$ cat src/rtl/mdma_pkg.sv
package mdma_pkg;

    typedef enum logic [2:0] {
        ST_IDLE,
        ST_WAIT,
        ST_SETUP,
        ST_ACT,
        ST_NEG,
        ST_ARM,
        ST_HOLD,
        ST_DONE
    } mdma_state_e;

    typedef enum logic {
        DIR_WRITE = 1'b0,
        DIR_READ  = 1'b1
    } xfer_dir_e;

    typedef struct packed {
        logic ack;
        logic rd_strobe;
        logic wr_strobe;
        logic drive;
    } bus_ctl_t;

    function automatic logic in_burst(input mdma_state_e st);
        return (st == ST_SETUP) || (st == ST_ACT) || (st == ST_NEG) ||
               (st == ST_ARM) || (st == ST_HOLD);
    endfunction

    function automatic bus_ctl_t decode_bus(input mdma_state_e st, input xfer_dir_e dir);
        bus_ctl_t c;
        c.ack       = in_burst(st);
        c.rd_strobe = (st == ST_ACT) && (dir == DIR_READ);
        c.wr_strobe = (st == ST_ACT) && (dir == DIR_WRITE);
        c.drive     = in_burst(st) && (dir == DIR_WRITE);
        return c;
    endfunction

    function automatic logic side_ready(input xfer_dir_e dir, input logic rd_space,
                                        input logic wr_avail);
        return (dir == DIR_READ) ? rd_space : wr_avail;
    endfunction

endpackage

$ cat src/rtl/mdma_timer.sv
module mdma_timer #(
    parameter int W = 3
) (
    input  logic         clk,
    input  logic         rst,
    input  logic         load,
    input  logic [W-1:0] load_val,
    output logic         expired
);
    logic [W-1:0] cnt;

    // A load of N makes the owning state last N cycles (N >= 1).
    always_ff @(posedge clk) begin
        if (rst)
            cnt <= '0;
        else if (load)
            cnt <= load_val - 1'b1;
        else if (cnt != '0)
            cnt <= cnt - 1'b1;
    end

    assign expired = (cnt == '0);
endmodule

$ cat src/rtl/mdma_word_ctr.sv
module mdma_word_ctr #(
    parameter int W = 16
) (
    input  logic         clk,
    input  logic         rst,
    input  logic         load,
    input  logic [W-1:0] load_val,
    input  logic         dec,
    output logic         last,
    output logic         empty
);
    logic [W-1:0] left;

    always_ff @(posedge clk) begin
        if (rst)
            left <= '0;
        else if (load)
            left <= load_val;
        else if (dec && left != '0)
            left <= left - 1'b1;
    end

    assign last  = (left == W'(1));
    assign empty = (left == '0);
endmodule

$ cat src/rtl/mdma_host_engine.sv
module mdma_host_engine
    import mdma_pkg::*;
#(
    parameter int WORD_W  = 16,
    parameter int CNT_W   = 16,
    parameter int T_SETUP = 1,
    parameter int T_ACT   = 4,
    parameter int T_NEG   = 2,
    parameter int T_HOLD  = 1
) (
    input  logic              clk,
    input  logic              rst,
    input  logic              start,
    input  logic              dir_read,
    input  logic [CNT_W-1:0]  word_count,
    output logic              done,
    input  logic              dmarq,
    output logic              dmack_n,
    output logic              dior_n,
    output logic              diow_n,
    input  logic [WORD_W-1:0] dd_in,
    output logic [WORD_W-1:0] dd_out,
    output logic              dd_oe,
    input  logic              wbuf_valid,
    input  logic [WORD_W-1:0] wbuf_data,
    output logic              wbuf_pop,
    input  logic              rbuf_ready,
    output logic [WORD_W-1:0] rbuf_data,
    output logic              rbuf_push
);
    localparam int T_MAX_A = (T_SETUP > T_ACT) ? T_SETUP : T_ACT;
    localparam int T_MAX_B = (T_NEG > T_HOLD) ? T_NEG : T_HOLD;
    localparam int T_MAX   = (T_MAX_A > T_MAX_B) ? T_MAX_A : T_MAX_B;
    localparam int TMR_W   = $clog2(T_MAX + 1);

    localparam logic [TMR_W-1:0] LD_SETUP = TMR_W'(T_SETUP);
    localparam logic [TMR_W-1:0] LD_ACT   = TMR_W'(T_ACT);
    // One high cycle of the gap is spent in ST_ARM with the next word on the bus.
    localparam logic [TMR_W-1:0] LD_NEG   = TMR_W'(T_NEG - 1);
    localparam logic [TMR_W-1:0] LD_HOLD  = TMR_W'(T_HOLD);

    mdma_state_e       state, state_n;
    xfer_dir_e         dir_q;
    logic [WORD_W-1:0] wdata_q;
    logic              tmr_load;
    logic [TMR_W-1:0]  tmr_val;
    logic              tmr_done;
    logic              ctr_load, ctr_dec;
    logic              last_word, all_moved;
    logic              data_load;
    logic              side_ok;
    bus_ctl_t          bus;

    mdma_timer #(.W(TMR_W)) u_timer (
        .clk      (clk),
        .rst      (rst),
        .load     (tmr_load),
        .load_val (tmr_val),
        .expired  (tmr_done)
    );

    mdma_word_ctr #(.W(CNT_W)) u_words (
        .clk      (clk),
        .rst      (rst),
        .load     (ctr_load),
        .load_val (word_count),
        .dec      (ctr_dec),
        .last     (last_word),
        .empty    (all_moved)
    );

    assign side_ok = side_ready(dir_q, rbuf_ready, wbuf_valid);

    always_ff @(posedge clk) begin
        if (rst) begin
            state   <= ST_IDLE;
            dir_q   <= DIR_WRITE;
            wdata_q <= '0;
        end else begin
            state <= state_n;
            if (ctr_load)
                dir_q <= dir_read ? DIR_READ : DIR_WRITE;
            if (data_load)
                wdata_q <= wbuf_data;
        end
    end

    always_comb begin
        state_n   = state;
        tmr_load  = 1'b0;
        tmr_val   = LD_SETUP;
        ctr_load  = 1'b0;
        ctr_dec   = 1'b0;
        data_load = 1'b0;
        wbuf_pop  = 1'b0;
        rbuf_push = 1'b0;
        unique case (state)
            ST_IDLE, ST_DONE: begin
                // start is only taken here, never inside a command
                if (start) begin
                    ctr_load = 1'b1;
                    state_n  = (word_count == '0) ? ST_DONE : ST_WAIT;
                end
            end
            ST_WAIT: begin
                // acknowledge only on a seen request with the buffer ready
                if (dmarq && side_ok) begin
                    state_n   = ST_SETUP;
                    tmr_load  = 1'b1;
                    tmr_val   = LD_SETUP;
                    data_load = (dir_q == DIR_WRITE);
                    wbuf_pop  = (dir_q == DIR_WRITE);
                end
            end
            ST_SETUP: begin
                if (tmr_done) begin
                    state_n  = ST_ACT;
                    tmr_load = 1'b1;
                    tmr_val  = LD_ACT;
                end
            end
            ST_ACT: begin
                if (tmr_done) begin
                    ctr_dec   = 1'b1;
                    rbuf_push = (dir_q == DIR_READ);
                    tmr_load  = 1'b1;
                    // a dropped request during the pulse ends the burst after this word
                    if (last_word || !dmarq) begin
                        state_n = ST_HOLD;
                        tmr_val = LD_HOLD;
                    end else begin
                        state_n = ST_NEG;
                        tmr_val = LD_NEG;
                    end
                end
            end
            ST_NEG: begin
                if (tmr_done) begin
                    if (dmarq && side_ok) begin
                        state_n   = ST_ARM;
                        data_load = (dir_q == DIR_WRITE);
                        wbuf_pop  = (dir_q == DIR_WRITE);
                    end else begin
                        state_n  = ST_HOLD;
                        tmr_load = 1'b1;
                        tmr_val  = LD_HOLD;
                    end
                end
            end
            ST_ARM: begin
                state_n  = ST_ACT;
                tmr_load = 1'b1;
                tmr_val  = LD_ACT;
            end
            ST_HOLD: begin
                if (tmr_done)
                    state_n = all_moved ? ST_DONE : ST_WAIT;
            end
            default: state_n = ST_IDLE;
        endcase
    end

    assign bus       = decode_bus(state, dir_q);
    assign dmack_n   = !bus.ack;
    assign dior_n    = !bus.rd_strobe;
    assign diow_n    = !bus.wr_strobe;
    assign dd_oe     = bus.drive;
    assign dd_out    = wdata_q;
    assign rbuf_data = dd_in;
    assign done      = (state == ST_DONE);
endmodule

$ cat config.mk
export PLATFORM = sky130hd
export DESIGN_NAME = mdma_host_engine
export DESIGN_NICKNAME = d
export VERILOG_FILES = /design/src/rtl/mdma_pkg.sv /design/src/rtl/mdma_timer.sv /design/src/rtl/mdma_word_ctr.sv /design/src/rtl/mdma_host_engine.sv
export SDC_FILE = /design/constraint.sdc
export NUM_CORES = 1
export LEC_CHECK = 0
export ABC_CLOCK_PERIOD_IN_PS = 3450
export BUFFER_PORTS_ARGS = -buffer_cell sky130_fd_sc_hd__buf_2
export CAP_MARGIN = 20
export CORE_MARGIN = 3
export CORE_UTILIZATION = 25
export CTS_CLUSTER_SIZE = 30
export DETAILED_ROUTE_END_ITERATION = 10
export PLACE_DENSITY = 0.53
export REMOVE_ABC_BUFFERS = 1
export SLEW_MARGIN = 20
export SYNTH_ARGS = -nofsm -noshare
export SYNTH_HDL_FRONTEND = slang
export SYNTH_SLANG_ARGS = --single-unit
export TNS_END_PERCENT = 1
$ cat constraint.sdc
create_clock -name clk -period 3.45 [get_ports clk]
set_clock_uncertainty 0.15 [all_clocks]
set_input_delay 0 -clock clk [delete_from_list [all_inputs] [get_ports clk]]
set_output_delay 0 -clock clk [all_outputs]
set_load 0.01 [all_outputs]
==> results of run 1 <==
-- path summary, 6_finish.rpt --
path | cells after the start | from | slack [ns] | endpoint
min | 4 | word_count[4] | 0.04 | u_words.left[4]$_SDFFE_PP0P_
min reg2reg | 2 | u_words.left[15]$_SDFFE_PP0P_ | 0.34 | u_words.left[15]$_SDFFE_PP0P_
max | 9 | state[2]$_SDFFE_PP0P_ | 0.48 | u_timer.cnt[2]$_SDFFE_PP0P_
max reg2reg | 9 | state[2]$_SDFFE_PP0P_ | 0.48 | u_timer.cnt[2]$_SDFFE_PP0P_
-- cells in the final DEF (no fill, tap or decap), drive strengths merged, types with 4 or more instances in the layout --
cell type / synthesis / layout
nor2: 30 / 30
o22ai: 4 / 4
a32oi: 4 / 4
dlygate4sd3: 0 / 49
ha: 6 / 6
inv: 7 / 7
clkbuf: 5 / 6
a31oi: 12 / 12
dfxtp: 39 / 39
o21ai: 5 / 5
nor3: 6 / 6
a211oi: 4 / 4
a21oi: 11 / 11
nand2: 31 / 31
nand3: 13 / 13
o211ai: 4 / 4
mux2i: 17 / 17
or3: 4 / 4
buf: 24 / 65
nor2b: 4 / 4
and3: 4 / 4
nor4: 10 / 10
nand4: 5 / 5
a22oi: 4 / 4
-- metal layers --
metal	vias to the layer above	global-route usage, %
met5	-	0
met2	56	24.13
met4	0	4.084
met3	8	2.368
met1	1106	18.23
li1	1211	-
-- power breakdown --
part,leakage [nW],internal [mW],switching [mW]
Combinational,0.930,0.510,0.702
Sequential,0.318,0.548,0.137
Clock,0.0612,0.234,0.179
-- critical path: stages (launching register included) --
cell	delay, ns
dfxtp_1	0.51
inv_1	0.20
ha_1	0.24
a22o_1	0.22
o31ai_2	0.51
mux2i_1	0.15
ha_1	0.26
or2b_1	0.22
mux2_1	0.29
a31oi_1	0.15
-- registers in the layout, indices dropped and copies added (netlist names) --
signal,count
u_timer.cnt,3
dir_q,1
state,3
u_words.left,16
dd_out,16
-- metrics by stage --
step	util, %	std cells
CTS	36.37	485
detailed placement	29.57	428
finish	36.37	485
global route	36.37	485
global placement	29.57	428
floorplan	-	255
-- final cells by class --
type                       count  share of cell area (%)
clock buffer                   6                   2.541
sequential                    39                   24.03
clock inverter                 2                   1.078
timing repair buffer         114                   25.41
tap                          108                   4.159
inverter                       7                  0.8086
multi-input combinational    209                   41.97
-- logic make-up after synthesis --
| logic type | share of synthesized area [%] |
|---|---|
| xor gates and xnor gates | 1.121 |
| buffers and inverters | 8.805 |
| adders and majority gates | 3.202 |
| DFF | 33.30 |
| and+or+nand+nor | 25.40 |
| muxes | 8.858 |
| AOI/OAI and AO/OA | 19.32 |
-- what timing repair did --
| action | CTS | global route |
|---|---|---|
| endpoints found under the hold margin | 48 | 0 |
| setup buffers | 0 | 0 |
| hold buffers | 49 | 0 |
==> flow_metrics.py, run 1 <==
metrics = {
    "run_status": {
        "outcome": "finished clean",
    },
    "timing": {
        "slew_headroom_pct": 54.19,
        "final_max_slew_viol_count": 0,
        "grt_setup_unrepaired": "no",
        "fmax_mhz": 336.3,
        "fin_hold_ws_ns": 0.03877,
        "setup_ws_ns": 0.4765,
        "period_share_pct": 86.19,
        "final-setup-viol-count": 0,
        "finalHoldViolCount": 0,
        "finalSetupTns_ns": 0,
        "period_minus_slack_ns": 2.973,
        "worst_slew_pin_slew_ns": 0.6809,
    },
    "synth": {
        "yosys_warnings": 0,
        "ys_top_cells_by_count": "dfxtp_1 (39), nand2_1 (31), nor2_1 (30)",
        "synthFlopType": "dfxtp_1",
        "synthArstFlopShare_pct": 0,
        "synth_largest_area_cell": "dfxtp_1",
        "synth_edf_count": 0,
        "netlist_instances": 284,
        "synth_seq_cells": 39,
        "synth_cell_types": 53,
        "synth_most_common_cell": "dfxtp_1",
        "yosys-top-cells-area": "dfxtp_1 (33%), mux2i_1 (7.3%), buf_4 (5.4%)",
        "post_synth.cell_area_avg_sq_um": 8.256,
        "synth_top_area_share_pct": 33.30,
        "netlist_area_sq_um": 2345,
        "synth-seq-area-share_pct": 33.30,
    },
    "drt": {
        "routed.top_layer": "met4",
        "drt-met1-wl_mm": 3.402,
        "ant_nets": 0,
        "wl_per_cell_um": 15.18,
        "routed_wl_mm": 7.360,
        "dr_total_vias": 2381,
        "drcViolationCount": 0,
        "drt_iter0_drc": 189,
        "wl_met2_mm": 3.640,
        "drtPass1Iterations": 4,
        "wl_met3_um": 209,
        "via_per_inst": 4.909,
    },
    "clocking": {
        "cts_tree": "yes",
        "h-tree-depth": 2,
        "clk_latency_ns": 0.30,
        "clk_pin_slew_ns": 0.08,
        "root_buffer": "clkbuf_8",
        "cts_resized": 0,
        "clockBufferDepth": 2,
        "clkSinkCount": 39,
        "numCtsBuffers": 5,
    },
    "power_and_ir_drop": {
        "totalPowerFinal_mw": 2.311,
        "leakagePower_nw": 1.309,
        "vdd_drop_max_mv": 0.2494,
        "pwr_density_cell_nw_per_um2": 711.3,
    },
    "layout": {
        "syn_to_final_growth_pct": 38.58,
        "antenna_cells": 0,
        "design_area_sq_um": 3249,
        "final_layout_size_suffix_gt1_share_pct": 22.28,
        "fill_cells": 937,
        "multi_input_area_sq_um": 1364,
        "fin_nets": 437,
        "seq_area_sq_um": 780.7,
    },
    "setup_path": {
        "worstPathMaxFanout": 10,
        "critical_path.endpoint_type": "register",
        "arrival_ns": 3.05,
        "cp.required_ns": 3.52,
        "critPathKind": "register to register",
        "setup.worst_path.start_class": "register",
    },
    "floorplanning": {
        "die_w_um": 102.8,
        "core_sq_um": 8934,
        "start_util_pct": 26.25,
        "die_y_um": 102.8,
        "ioPinCount": 94,
        "die_area_sq_um": 10580,
        "num_rows": 34,
    },
    "grt": {
        "antenna_found_initial": 0,
        "grt_pass1_wl_mm": 11.88,
        "grt_max_degree": 37,
        "grt.overflow.total": 0,
        "grt_pass1_vias": 2374,
        "grt_usage_pct": 14.09,
    },
    "placement": {
        "postPlaceCellArea_sq_um": 2641,
        "place_congestion": 0.8706,
        "place_hpwl_mm": 4.963,
        "port_buffers": 61,
        "pre_cts_ws_ns": 0.5105,
    },
    "worst_hold_path": {
        "hold_class": "primary input to register",
    },
    "run": {
        "max-cap-violations": 0,
    },
}
Power figures use the tool's default switching activity.
==> inputs of run 2 (changes only) <==
Settings changed: ABC_CLOCK_PERIOD_IN_PS 3450 to 3400.
Clock period 3.45 ns to 3.4 ns, I/O delays scaled along.
==> run 2 against run 1 <==
  * Power shrank 2.5%
  * Highest routed layer unchanged
  * Critical endpoint unchanged
  * Worst hold slack worse by 0.016 ns
  * Sequential share of layout area increased by 0.16 points
==> flow_metrics.py, run 2 (synthesis results as in run 1) <==
metrics = {
    "clocking": {
        "clockBufferDepth": 2,
        "clkSinkCount": 39,
        "numCtsBuffers": 5,
        "root_buffer": "clkbuf_8",
        "h-tree-depth": 2,
        "clk_latency_ns": 0.29,
        "clk_pin_slew_ns": 0.08,
        "cts_resized": 0,
        "cts_tree": "yes",
    },
    "run_status": {
        "outcome": "finished clean",
    },
    "timing": {
        "finalHoldViolCount": 0,
        "final-setup-viol-count": 0,
        "final_max_slew_viol_count": 0,
        "finalSetupTns_ns": 0,
        "setup_ws_ns": 0.4528,
        "worst_slew_pin_slew_ns": 0.6978,
        "slew_headroom_pct": 53.48,
        "period_share_pct": 86.68,
        "grt_setup_unrepaired": "no",
        "fmax_mhz": 339.3,
        "period_minus_slack_ns": 2.947,
        "fin_hold_ws_ns": 0.02312,
    },
    "drt": {
        "drt_iter0_drc": 177,
        "wl_per_cell_um": 14.86,
        "via_per_inst": 4.881,
        "dr_total_vias": 2372,
        "ant_nets": 0,
        "routed_wl_mm": 7.222,
        "drtPass1Iterations": 4,
        "drcViolationCount": 0,
    },
    "placement": {
        "postPlaceCellArea_sq_um": 2649,
        "place_hpwl_mm": 4.981,
        "place_congestion": 0.8660,
        "pre_cts_ws_ns": 0.4774,
        "port_buffers": 61,
        "dp_cells": 429,
    },
    "setup_path": {
        "arrival_ns": 3.02,
        "critPathKind": "register to register",
        "cp.required_ns": 3.47,
        "critical_path.endpoint_type": "register",
        "setup.worst_path.start_class": "register",
        "worstPathMaxFanout": 10,
    },
    "power_and_ir_drop": {
        "totalPowerFinal_mw": 2.253,
        "pwr_density_cell_nw_per_um2": 698.1,
        "leakagePower_nw": 1.293,
        "vdd_drop_max_mv": 0.2414,
    },
    "layout": {
        "seq_area_sq_um": 780.7,
        "finish.utilization_pct": 36.13,
        "fin_nets": 438,
        "syn_to_final_growth_pct": 37.67,
        "layout_common_cells": "buf_2 (61), dlygate4sd3_1 (49), dfxtp_1 (39)",
        "final_layout_size_suffix_gt1_share_pct": 22.49,
        "multi_input_area_sq_um": 1364,
        "final_common_cell": "buf_2",
        "fill_cells": 944,
        "final_cells": 486,
        "design_area_sq_um": 3228,
        "antenna_cells": 0,
    },
    "floorplanning": {
        "start_util_pct": 26.25,
        "ioPinCount": 94,
        "core_sq_um": 8934,
        "num_rows": 34,
        "die_y_um": 102.8,
        "die_area_sq_um": 10580,
        "die_w_um": 102.8,
    },
    "grt": {
        "grt_pass1_wl_mm": 11.87,
        "antenna_found_initial": 0,
        "grt_max_degree": 37,
        "grt.overflow.total": 0,
        "grt_pass1_vias": 2358,
        "grt_usage_pct": 14.00,
    },
    "worst_hold_path": {
        "hold_class": "primary input to register",
    },
    "run": {
        "max-cap-violations": 0,
    },
}
## run 2: cell count changes in the layout (fill, tap and decap cells not counted)
cell	change
clkinvlp_4	+2
buf_4	+1
bufinv_16	-1
clkbuf_8	-1
## run 2: cell type report
class                      count  share of cell area (%)
clock buffer                   5                   2.132
clock inverter                 3                  0.6202
inverter                       7                  0.8140
multi-input combinational    209                   42.25
sequential                    39                   24.19
tap                          108                   4.186
timing repair buffer         115                   25.81
## run 2: power breakdown
part	switching, mW	internal [mW]	leakage [nW]
clock network	0.181	0.143	0.0402
registers	0.135	0.556	0.318
logic	0.709	0.529	0.934
total	1.03	1.23	1.29
## run 2: timing repair
action | in CTS | in global routing
endpoints found under the hold margin | 48 | 0
hold buffers | 49 | 0
setup buffers | 0 | 0
## run 2: worst paths after layout
check	start	end	slack (ns)	cells past startpoint
setup / recovery	state[2]$_SDFFE_PP0P_	u_timer.cnt[2]$_SDFFE_PP0P_	0.45	9
hold / removal	word_count[4]	u_words.left[4]$_SDFFE_PP0P_	0.02	4
setup reg to reg	state[2]$_SDFFE_PP0P_	u_timer.cnt[2]$_SDFFE_PP0P_	0.45	9
hold reg to reg	u_words.left[1]$_SDFFE_PP0P_	u_words.left[1]$_SDFFE_PP0P_	0.34	2
## run 2: layer usage
metal	wire (um)	track usage, %	vias to the layer above
li1	-	-	1211
met1	3351	19.13	1095
met2	3506	22.79	55
met3	246	2.300	11
met4	116	3.984	0
met5	0	0	-
## run 2: worst max-delay path, stage by stage, from the launching register on
cell     delay [ns]
dfxtp_1        0.49
inv_1          0.20
ha_1           0.24
a22o_1         0.22
o31ai_2        0.50
mux2i_1        0.15
ha_1           0.25
or2b_1         0.22
mux2_1         0.30
a31oi_1        0.15
==> inputs of run 3 (changes only) <==
Settings changed: CORE_UTILIZATION 25 to 29, PLACE_DENSITY 0.53 to 0.58.
==> run 3 against run 2 <==
  * Register-to-register slack about the same
  * Routed wire length is 0.48% lower
  * First-iteration DRC count shrank 7.3%
  * Maximum frequency increased by 0.35%
  * Critical endpoint unchanged
  * Highest routed layer unchanged
==> flow_metrics.py, run 3 (synthesis results as in run 1) <==
metrics = {
    "setup_path": {
        "crit_chain": "inv_1 -> ha_1 -> a22o_1 -> o31ai_2 -> mux2i_1 -> ha_1 -> or2b_1 -> mux2_1 -> a31oi_1",
        "critical_path.endpoint_type": "register",
        "cpPeakStageDelay_ns": 0.51,
        "path_common_cell": "ha_1",
        "setup.worst_path.start_class": "register",
        "cp.required_ns": 3.47,
        "worstPathMaxFanout": 10,
        "slowest_stage": "o31ai_2",
        "critPathKind": "register to register",
        "arrival_ns": 3.00,
    },
    "grt": {
        "antenna_found_initial": 0,
        "use_met2_pct": 27.33,
        "grt_usage_pct": 15.93,
        "busiest_layer": "met2",
        "grt_pass1_vias": 2390,
        "grt_pass1_wl_mm": 11.62,
        "grt_util_met1_pct": 20.25,
        "met3_usage_pct": 2.658,
        "grt_max_degree": 37,
        "grt.overflow.total": 0,
    },
    "clocking": {
        "cts_tree": "yes",
        "numCtsBuffers": 5,
        "clockBufferDepth": 2,
        "cts_setup_buffers": 0,
        "clk_pin_slew_ns": 0.08,
        "h-tree-depth": 2,
        "clkSinkCount": 39,
        "root_buffer": "clkbuf_8",
        "clk_latency_ns": 0.29,
    },
    "placement": {
        "place_congestion": 0.7942,
        "port_buffers": 61,
        "dp_cells": 421,
        "place_hpwl_mm": 4.696,
    },
    "layout": {
        "syn_to_final_growth_pct": 36.29,
        "antenna_cells": 0,
        "final_common_cell": "buf_2",
        "fin_nets": 435,
        "final_cells": 477,
        "layout_common_cells": "buf_2 (61), dlygate4sd3_1 (48), dfxtp_1 (39)",
        "final_layout_size_suffix_gt1_share_pct": 22.13,
    },
    "timing": {
        "period_share_pct": 86.38,
        "slew_headroom_pct": 52.89,
        "worst_slew_pin_slew_ns": 0.7067,
        "final_max_slew_viol_count": 0,
        "grt_setup_unrepaired": "no",
        "finalSetupTns_ns": 0,
        "finalHoldViolCount": 0,
        "period_minus_slack_ns": 2.937,
        "fmax_mhz": 340.5,
        "final-setup-viol-count": 0,
    },
    "drt": {
        "drt_iter0_drc": 164,
        "drtPass1Iterations": 4,
        "via_per_inst": 5.067,
        "dr_total_vias": 2417,
        "routed_wl_mm": 7.187,
        "drcViolationCount": 0,
        "wl_per_cell_um": 15.07,
        "ant_nets": 0,
    },
    "run_status": {
        "outcome": "finished clean",
    },
    "run": {
        "max-cap-violations": 0,
    },
    "floorplanning": {
        "num_rows": 32,
        "core_sq_um": 7807,
        "die_area_sq_um": 9201,
        "die_y_um": 95.92,
        "ioPinCount": 94,
        "start_util_pct": 30.03,
        "die_w_um": 95.92,
    },
    "power_and_ir_drop": {
        "pwr_density_cell_nw_per_um2": 698.4,
        "vdd_drop_max_mv": 0.2387,
        "totalPowerFinal_mw": 2.232,
        "leakagePower_nw": 1.276,
    },
    "worst_hold_path": {
        "hold_class": "primary input to register",
    },
}
## run 3: changes by cell type in the layout (fill, tap and decap cells not counted)
| cell | before | now |
|---|---|---|
| buf_4 | 5 | 3 |
| dlygate4sd3_1 | 49 | 48 |
## run 3: stage by stage
| stage | worst slack, ns | hold WS, ns | instance area, sq um | utilization (%) |
|---|---|---|---|---|
| after floorplan | -0.6380 | -0.1500 | 2165 | - |
| after global placement | 0.5792 | -0.1499 | 2626 | 33.64 |
| after detailed placement | 0.4561 | -0.1499 | 2626 | 33.64 |
| after CTS | 0.4475 | 0.01197 | 3196 | 40.93 |
| after global routing | 0.2530 | 0.08237 | 3196 | 40.93 |
| final | 0.4630 | 0.03679 | 3196 | 40.93 |
## run 3: path summary, 6_finish.rpt
path / slack [ns] / to / startpoint / cells after the start
max: 0.46 / u_timer.cnt[2]$_SDFFE_PP0P_ / state[2]$_SDFFE_PP0P_ / 9
min: 0.04 / u_words.left[4]$_SDFFE_PP0P_ / word_count[4] / 4
max reg2reg: 0.46 / u_timer.cnt[2]$_SDFFE_PP0P_ / state[2]$_SDFFE_PP0P_ / 9
min reg2reg: 0.34 / u_words.left[15]$_SDFFE_PP0P_ / u_words.left[15]$_SDFFE_PP0P_ / 2
## run 3: repair_timing
action | 4_1_cts | 5_1_grt
gates resized for setup | 0 | 0
hold endpoints to repair | 48 | 0
setup endpoints to repair | 0 | 0
hold buffers | 48 | 0
## run 3: power breakdown
group | internal [mW] | switching (mW) | leakage [nW] | total (mW)
clock network | 0.143 | 0.177 | 0.0402 | 0.320
registers | 0.556 | 0.135 | 0.318 | 0.691
logic | 0.512 | 0.709 | 0.918 | 1.22
## run 3: per-layer routing
metal | part of all wire (%) | routed length (um)
met1 | 44 | 3173
met2 | 50 | 3612
met3 | 4.6 | 329
met4 | 1.0 | 72
met5 | 0 | 0
## run 3: worst max-delay path, delay by kind of cell (launching register included)
kind	cells	cell delay [ns]
AOI/OAI and AO/OA	3	0.88
adders and majority gates	2	0.49
DFF	1	0.47
muxes	2	0.45
and+or+nand+nor	1	0.23
buffers and inverters	1	0.19
## run 3: area by class of cell
class	count	area, sq um
clock buffer	5	68.82
clock inverter	3	20.02
fill	793	4612
inverter	7	26.28
multi-input combinational	209	1364
sequential	39	780.7
tap	102	127.6
timing repair buffer	112	808.3
